===== config.mk =====
export PLATFORM = sky130hd
export DESIGN_NAME = reg_alias_table
export DESIGN_NICKNAME = d
export VERILOG_FILES = /design/src/rtl/rat_pkg.sv /design/src/rtl/rat_entry.sv /design/src/rtl/rat_src_lookup.sv /design/src/rtl/reg_alias_table.sv
export SDC_FILE = /design/constraint.sdc
export NUM_CORES = 1
export LEC_CHECK = 0
export CAP_MARGIN = 10
export CORE_ASPECT_RATIO = 2
export CORE_MARGIN = 3
export CORE_UTILIZATION = 55
export DETAILED_ROUTE_END_ITERATION = 16
export DONT_BUFFER_PORTS = 1
export GPL_ROUTABILITY_DRIVEN = 0
export PLACE_DENSITY_LB_ADDON = 0.2
export SETUP_SLACK_MARGIN = 0.02
export SKIP_LAST_GASP = 1
export SYNTH_ARGS = -nofsm -noshare
export SYNTH_HDL_FRONTEND = slang
export SYNTH_SLANG_ARGS = --single-unit

===== constraint.sdc =====
create_clock -name clk_i -period 2.26 [get_ports clk_i]
set_clock_uncertainty 0.2 [all_clocks]
set_input_delay 0.226 -clock clk_i [delete_from_list [all_inputs] [get_ports clk_i]]
set_output_delay 0.226 -clock clk_i [all_outputs]
set_load 0.05 [all_outputs]

===== src/rtl/rat_pkg.sv =====
package rat_pkg;
  parameter int unsigned RAT_ARCH_REGS = 8;
  parameter int unsigned RAT_TAG_W     = 4;
  parameter int unsigned RAT_NUM_SRC   = 2;

  typedef enum logic {
    LOC_ROB = 1'b0,
    LOC_ARF = 1'b1
  } src_loc_e;
endpackage


===== src/rtl/rat_entry.sv =====
module rat_entry #(
  parameter int unsigned TAG_W = 4
) (
  input  logic             clk_i,
  input  logic             rst_ni,
  input  logic             flush_i,
  input  logic             set_i,
  input  logic [TAG_W-1:0] set_tag_i,
  input  logic             clr_i,
  input  logic [TAG_W-1:0] clr_tag_i,
  output logic             valid_o,
  output logic [TAG_W-1:0] tag_o
);
  logic             valid_q;
  logic [TAG_W-1:0] tag_q;
  logic             tag_match;

  assign tag_match = valid_q && (tag_q == clr_tag_i);

  // flush > rename > commit
  always_ff @(posedge clk_i or negedge rst_ni) begin
    if (!rst_ni) begin
      valid_q <= 1'b0;
      tag_q   <= '0;
    end else if (flush_i) begin
      valid_q <= 1'b0;
    end else if (set_i) begin
      valid_q <= 1'b1;
      tag_q   <= set_tag_i;
    end else if (clr_i && tag_match) begin
      valid_q <= 1'b0;
    end
  end

  assign valid_o = valid_q;
  assign tag_o   = tag_q;

  p_flush_clear_r11: assert property (@(posedge clk_i) disable iff (!rst_ni)
    flush_i |=> !valid_o);

  p_rename_wins_r9: assert property (@(posedge clk_i) disable iff (!rst_ni)
    (set_i && !flush_i) |=> (valid_o && tag_o == $past(set_tag_i)));

  p_commit_clear_r7: assert property (@(posedge clk_i) disable iff (!rst_ni)
    (!flush_i && !set_i && clr_i && valid_o && tag_o == clr_tag_i) |=> !valid_o);

  p_commit_keep_r8: assert property (@(posedge clk_i) disable iff (!rst_ni)
    (!flush_i && !set_i && !(clr_i && tag_o == clr_tag_i)) |=>
      ($stable(valid_o) && $stable(tag_o)));
endmodule


===== src/rtl/rat_src_lookup.sv =====
module rat_src_lookup #(
  parameter int unsigned NUM_REGS = 8,
  parameter int unsigned TAG_W    = 4,
  localparam int unsigned AW      = $clog2(NUM_REGS)
) (
  input  logic [NUM_REGS-1:0]            map_valid_i,
  input  logic [NUM_REGS-1:0][TAG_W-1:0] map_tag_i,
  input  logic [AW-1:0]                  src_i,
  input  logic                           cmt_valid_i,
  input  logic [AW-1:0]                  cmt_dst_i,
  input  logic [TAG_W-1:0]               cmt_tag_i,
  output logic                           arch_o,
  output logic [TAG_W-1:0]               tag_o
);
  import rat_pkg::*;

  logic             hit_valid;
  logic [TAG_W-1:0] hit_tag;
  logic             retiring;
  src_loc_e         loc;

  assign hit_valid = map_valid_i[src_i];
  assign hit_tag   = map_tag_i[src_i];
  // producer retires this cycle: value lands in the committed file at this edge
  assign retiring  = cmt_valid_i && (cmt_dst_i == src_i) && (cmt_tag_i == hit_tag);

  always_comb begin
    loc = LOC_ARF;
    if (hit_valid && !retiring) loc = LOC_ROB;
  end

  assign arch_o = (loc == LOC_ARF);
  assign tag_o  = hit_tag;
endmodule


===== src/rtl/reg_alias_table.sv =====
module reg_alias_table #(
  parameter int unsigned NUM_REGS = rat_pkg::RAT_ARCH_REGS,
  parameter int unsigned TAG_W    = rat_pkg::RAT_TAG_W,
  parameter int unsigned NUM_SRC  = rat_pkg::RAT_NUM_SRC,
  localparam int unsigned AW      = $clog2(NUM_REGS)
) (
  input  logic                          clk_i,
  input  logic                          rst_ni,
  input  logic                          ren_valid_i,
  input  logic [NUM_SRC-1:0][AW-1:0]    ren_src_i,
  input  logic                          ren_dst_we_i,
  input  logic [AW-1:0]                 ren_dst_i,
  input  logic [TAG_W-1:0]              ren_tag_i,
  output logic [NUM_SRC-1:0]            ren_src_arch_o,
  output logic [NUM_SRC-1:0][TAG_W-1:0] ren_src_tag_o,
  input  logic                          cmt_valid_i,
  input  logic [AW-1:0]                 cmt_dst_i,
  input  logic [TAG_W-1:0]              cmt_tag_i,
  input  logic                          flush_i
);
  logic [NUM_REGS-1:0]            map_valid;
  logic [NUM_REGS-1:0][TAG_W-1:0] map_tag;
  logic                           ren_write;

  assign ren_write = ren_valid_i && ren_dst_we_i;

  for (genvar r = 0; r < NUM_REGS; r++) begin : g_reg
    logic set_r, clr_r;
    assign set_r = ren_write && (ren_dst_i == AW'(r));
    assign clr_r = cmt_valid_i && (cmt_dst_i == AW'(r));

    rat_entry #(.TAG_W(TAG_W)) i_entry (
      .clk_i     (clk_i),
      .rst_ni    (rst_ni),
      .flush_i   (flush_i),
      .set_i     (set_r),
      .set_tag_i (ren_tag_i),
      .clr_i     (clr_r),
      .clr_tag_i (cmt_tag_i),
      .valid_o   (map_valid[r]),
      .tag_o     (map_tag[r])
    );
  end

  for (genvar s = 0; s < NUM_SRC; s++) begin : g_src
    rat_src_lookup #(.NUM_REGS(NUM_REGS), .TAG_W(TAG_W)) i_lookup (
      .map_valid_i (map_valid),
      .map_tag_i   (map_tag),
      .src_i       (ren_src_i[s]),
      .cmt_valid_i (cmt_valid_i),
      .cmt_dst_i   (cmt_dst_i),
      .cmt_tag_i   (cmt_tag_i),
      .arch_o      (ren_src_arch_o[s]),
      .tag_o       (ren_src_tag_o[s])
    );
  end

  p_flush_all_arch_r11: assert property (@(posedge clk_i) disable iff (!rst_ni)
    flush_i |=> (&ren_src_arch_o));

  p_new_map_seen_r3: assert property (@(posedge clk_i) disable iff (!rst_ni)
    (ren_write && !flush_i) |=>
      ((ren_src_i[0] != $past(ren_dst_i)) ||
       (cmt_valid_i && cmt_dst_i == $past(ren_dst_i) && cmt_tag_i == $past(ren_tag_i)) ||
       (!ren_src_arch_o[0] && ren_src_tag_o[0] == $past(ren_tag_i))));
endmodule


### Word-level counts from Yosys, hierarchy flattened

Index checks and enable logic that the tools add are counted.

* bits in latches: 0
* logic and storage cells: 138
* memories kept: 0
* ROM bits: 0
* input bits: 26
* output and inout port bits: 10
* flip-flop bits (word level): 40
* memory bits (writable): 0

* $lt $le $gt $ge: 2
* equal/unequal tests: 26
* $add $sub $neg: 0
* bitwise logic cells: 1
* reduce and logical (&&, ||, !) cells: 59
* multipliers: 0
* muxes and demuxes: 34
* div/mod/pow operators: 0
* shifts and indexed selects: 0

Operator list (count)
* equality test 4 bit: 10
* logical AND 1 bit: 39
* 2-to-1 mux 1 bit: 28
* binary-select mux 4 bit (select 3 bit): 2
* equality test 3 bit, second input constant: 8
* nonzero test 3 bit: 8
* AND reduction 2 bit: 8
* equality test 3 x 2 -> 1 bit, second input constant: 4
* less-than comparator 3 x 4 -> 1 bit, second input constant: 2
* 2-to-1 mux 4 bit: 2
* binary-select mux 1 bit (select 3 bit): 2
* equality test 3 x 1 -> 1 bit, second input constant: 2
* equality test 3 bit: 2
* zero test 3 bit: 2
* zero test 1 bit: 2
* inverter 1 bit: 1

### Logic depth before layout (Yosys ltp)

* depth after elaboration: 7
* depth in mapped cells: 7
* mapped depth without buffers: 5

### By module

A second synthesis with hierarchy kept.

* cell total of the unflattened synthesis: 230
* area total of the unflattened synthesis: 2935.3 um^2

By module, submodules not included
* rat_entry: instances 8, seq. area each 125.1 um^2, cells each 18, area each 242.7 um^2
* rat_src_lookup: instances 2, seq. area each 0.0 um^2, cells each 30, area each 416.6 um^2
* reg_alias_table: instances 1, seq. area each 0.0 um^2, cells each 26, area each 160.2 um^2

### Worst setup path after synthesis

Ideal clock, no wire load.

* path type: input to output
* from: input port ren_src_i[1] in the netlist's numbering
* to: output port ren_src_arch_o[0]
* setup slack: -0.073 ns
* arrival time: 1.907 ns
* path buffers: 2
* data required time: 1.834 ns
* stages on the path: 7
* cells stage by stage: buf_6 -> mux4_2 -> mux2_2 -> xor2_1 -> nor3_1 -> a21o_1 -> buf_4

RTL lines
* start: declaration: RTL line reg_alias_table.sv:10 `input logic [NUM_SRC-1:0][AW-1:0] ren_src_i,`
* end: declaration: RTL line reg_alias_table.sv:14 `output logic [NUM_SRC-1:0] ren_src_arch_o,`

### Worst setup path in the final report

* from: register g_reg[6].i_entry.tag_q[0]
* to: output port ren_src_arch_o[1]

* word-level cells in the longest chain between the ends: 7

Ends and longest elaborated chain
* start: declaration: RTL line rat_entry.sv:15 `logic [TAG_W-1:0] tag_q;`
* start signal: assignment: RTL line rat_entry.sv:29 `tag_q <= set_tag_i;`
* binary-select mux 4 bit (select 3 bit): RTL line rat_src_lookup.sv:23 `assign hit_tag = map_tag_i[src_i];`
* 2-to-1 mux 4 bit (not written as such): RTL line rat_src_lookup.sv:23
* equality test 4 bit: RTL line rat_src_lookup.sv:25 `assign retiring = cmt_valid_i && (cmt_dst_i == src_i) && (cmt_tag_i == hit_tag);`
* logical AND 1 bit: RTL line rat_src_lookup.sv:25
* zero test 1 bit: RTL line rat_src_lookup.sv:29 `if (hit_valid && !retiring) loc = LOC_ROB;`
* logical AND 1 bit: RTL line rat_src_lookup.sv:29
* 2-to-1 mux 1 bit: RTL line rat_src_lookup.sv:29

Every way passes these cells. The select of a mux whose other input is x is not followed.

==> results_dict.tcl <==
set metrics [dict create \
    placed_area_sq_um 3060 \
    cts_buffers 5 \
    die_width_um 56.3 \
    grt.overflow.total 0 \
    grt_pass1_wl_um 12000 \
    p_leak_nw 1.47 \
    finalWorstSetupSlack_ns -0.346 \
    htree_levels 2 \
    ir_drop_mv 0.588 \
    drv_slew 0 \
    avgSynthCellArea_sq_um 12.8 \
    grt_max_degree 41 \
    crit_required_ns 1.83 \
    vias_per_cell 6.32 \
    via_count 2040 \
    die_h_um 107 \
    tightest_slew_ns 0.461 \
    drc_errors 0 \
    io-pin-count 36 \
    violations "setup timing" \
    initial_utilization_pct 57.2 \
    grt_pass1_vias 2297 \
    ctsLongestPathBuffers 2 \
    dp_hpwl_um 5700 \
    yosysUniqueCellTypes 28 \
    clk-insertion-delay-late_ns 0.29 \
    min_path_type "input port to flip-flop" \
    track_usage_pct 27.2 \
    fmax_mhz 384 \
    finalSetupViolations 2 \
    slew_headroom_pct 69.2 \
    fin_nets 291 \
    hold_ws_ns 0.0127 \
    antenna_found_initial 0 \
    ys_ff_latch 40 \
    syn-cell-area_sq_um 2780 \
    final_cell_area_sq_um 3350 \
    pwr_density_cell_nw_per_um2 750 \
    die-area_sq_um 6000 \
    layout_commonest_cell "buf_4" \
    drt-pass1-iter-count 4 \
    synth_nets 244 \
    regArea_sq_um 1000 \
    fin_crit_ns 2.61 \
    multi_input_area_sq_um 1700 \
    diodes 0 \
    drv_cap 0 \
    drt_iter0_drc 104 \
    period_share_pct 115 \
    netlist_instances 218 \
    drive_above_1_share_pct 45.5 \
    port_buffers 0 \
    crit_fanout 4 \
    area_delta_synth_final_pct 20.6 \
    cts_root_buf "clkbuf_8" \
    worstSetupStartpointType "flip-flop" \
    fill_cells 363 \
    status "complete, but fails checks" \
    row_count 36 \
    clkSinkCount 40 \
    layout_common_cells "buf_4, dfrtp_1, mux2_2" \
    arrival_ns 2.18 \
    wl_per_cell_um 23.2 \
    path_clk_slew_ns 0.07 \
    cts_tree "done" \
    rsz0062_at_grt "true" \
    path_class "flip-flop to primary output" \
    drtAntennaViolNets 0 \
    end_kind "primary output" \
    drt-total-wl_um 7480 \
    synth.yosys.seq_area_share_pct 36.0 \
    core_sq_um 4860 \
    hold_viol 0 \
    yosys_warnings 0 \
]
-- final timing paths --
kind / startpoint / endpoint / slack [ns] / cells past startpoint
max in group asynchronous: rst_ni / g_reg[6].i_entry.tag_o[2]$_DFFE_PN0P_ / 1.48 / 2
worst min-delay path: ren_dst_i[1] / g_reg[0].i_entry.valid_o$_DFFE_PN0P_ / 0.01 / 2
worst min register to register: g_reg[1].i_entry.valid_o$_DFFE_PN0P_ / g_reg[1].i_entry.valid_o$_DFFE_PN0P_ / 0.34 / 2
min in group asynchronous: rst_ni / g_reg[1].i_entry.tag_o[1]$_DFFE_PN0P_ / 0.18 / 2
worst max-delay path: g_reg[6].i_entry.tag_o[0]$_DFFE_PN0P_ / ren_src_arch_o[1] / -0.35 / 6
worst max register to register: g_reg[0].i_entry.tag_o[2]$_DFFE_PN0P_ / g_reg[0].i_entry.valid_o$_DFFE_PN0P_ / 0.40 / 6
-- per-layer routing --
metal  wire length (um)  vias to the layer above  global-route usage (%)  share of wire, %
li1                   -                      914                       -                 -
met1               2500                     1002                    27.5                33
met2               4030                       89                    48.3                54
met3                406                       35                    5.10               5.4
met4                541                        0                    19.7               7.2
met5                  0                        -                       0                 0
-- synth_stat cells --
| library cell | instances | area, sq um |
|---|---|---|
| clkinv_1 | 1 | 3.75 |
| buf_1 | 1 | 3.75 |
| nand4_1 | 11 | 68.8 |
| mux2_4 | 1 | 15.0 |
| nand2_1 | 10 | 37.5 |
| mux2i_1 | 2 | 20.0 |
| clkbuf_1 | 3 | 11.3 |
| a21o_1 | 2 | 15.0 |
| nor3_1 | 5 | 25.0 |
| xnor2_1 | 32 | 280 |
| mux4_2 | 16 | 360 |
| nor2_1 | 4 | 15.0 |
| nor3b_1 | 4 | 30.0 |
| buf_6 | 6 | 67.6 |
| buf_2 | 1 | 5.00 |
| nor4b_1 | 4 | 35.0 |
| buf_4 | 3 | 22.5 |
| a32o_1 | 1 | 10.0 |
| nand3_1 | 3 | 15.0 |
| dfrtp_1 | 40 | 1000 |
| nor4_1 | 3 | 18.8 |
| xor2_1 | 12 | 105 |
| a31o_2 | 4 | 35.0 |
| inv_1 | 2 | 7.51 |
| mux4_1 | 4 | 105 |
| nand2b_1 | 2 | 12.5 |
| nand3b_1 | 2 | 15.0 |
| mux2_2 | 39 | 439 |
-- flip-flops by register name (all words and copies together), names as in the netlist --
register	cells
g.i_entry.tag_o	32
g.i_entry.valid_o	8
-- final cells by class --
class                      count  share of cell area [%]
tap                           57                    2.13
inverter                       3                   0.336
timing repair buffer          54                    13.6
multi-input combinational    161                    50.8
clock buffer                   5                    2.05
clock inverter                 3                    1.27
sequential                    40                    29.9
-- through the flow --
step	setup WS [ns]	TNS (ns)	std cells	total power, mW	utilization, %
5_1_grt	-0.439	-0.884	323	2.64	68.9
3_5_place_dp	-0.109	-0.133	297	1.84	62.9
6_report	-0.346	-0.646	323	2.51	68.9
2_1_floorplan	0.0191	0	218	1.59	-
4_1_cts	-0.366	-0.660	322	2.52	68.8
3_3_place_gp	-0.0395	-0.0395	297	1.81	62.9
-- critical path: stages, from the launching register on --
cell and delay, ns:
dfrtp_1 0.41, mux4_2 0.47, mux2_4 0.30, xor2_1 0.15, nor3_2 0.23, a21o_1 0.19
buf_12 0.14
-- repair_timing --
item                       in CTS  in global routing
setup endpoints to repair       2                  2
pin swaps                       2                  3
gates resized for setup         4                  0
hold endpoints to repair       72                  0
hold buffers                    6                  0
buffers inserted               11                  1
cloned                          0                  0
-- cell families after synthesis --
kind of cell	Yosys count	synth area share, %
xor gates and xnor gates	44	13.9
and+or+nand+nor	48	9.81
buffers and inverters	17	4.36
DFF	40	36.0
AOI/OAI and AO/OA	7	2.16
muxes	62	33.8
-- where the power goes --
part           internal [mW]  total (mW)  leakage, nW  switching [mW]
Combinational          0.564       0.993        0.896           0.429
Sequential             0.831       0.948        0.520           0.117
Clock                  0.326       0.573       0.0541           0.247
Total                   1.72        2.51         1.47           0.793
Power figures use the tool's default switching activity.
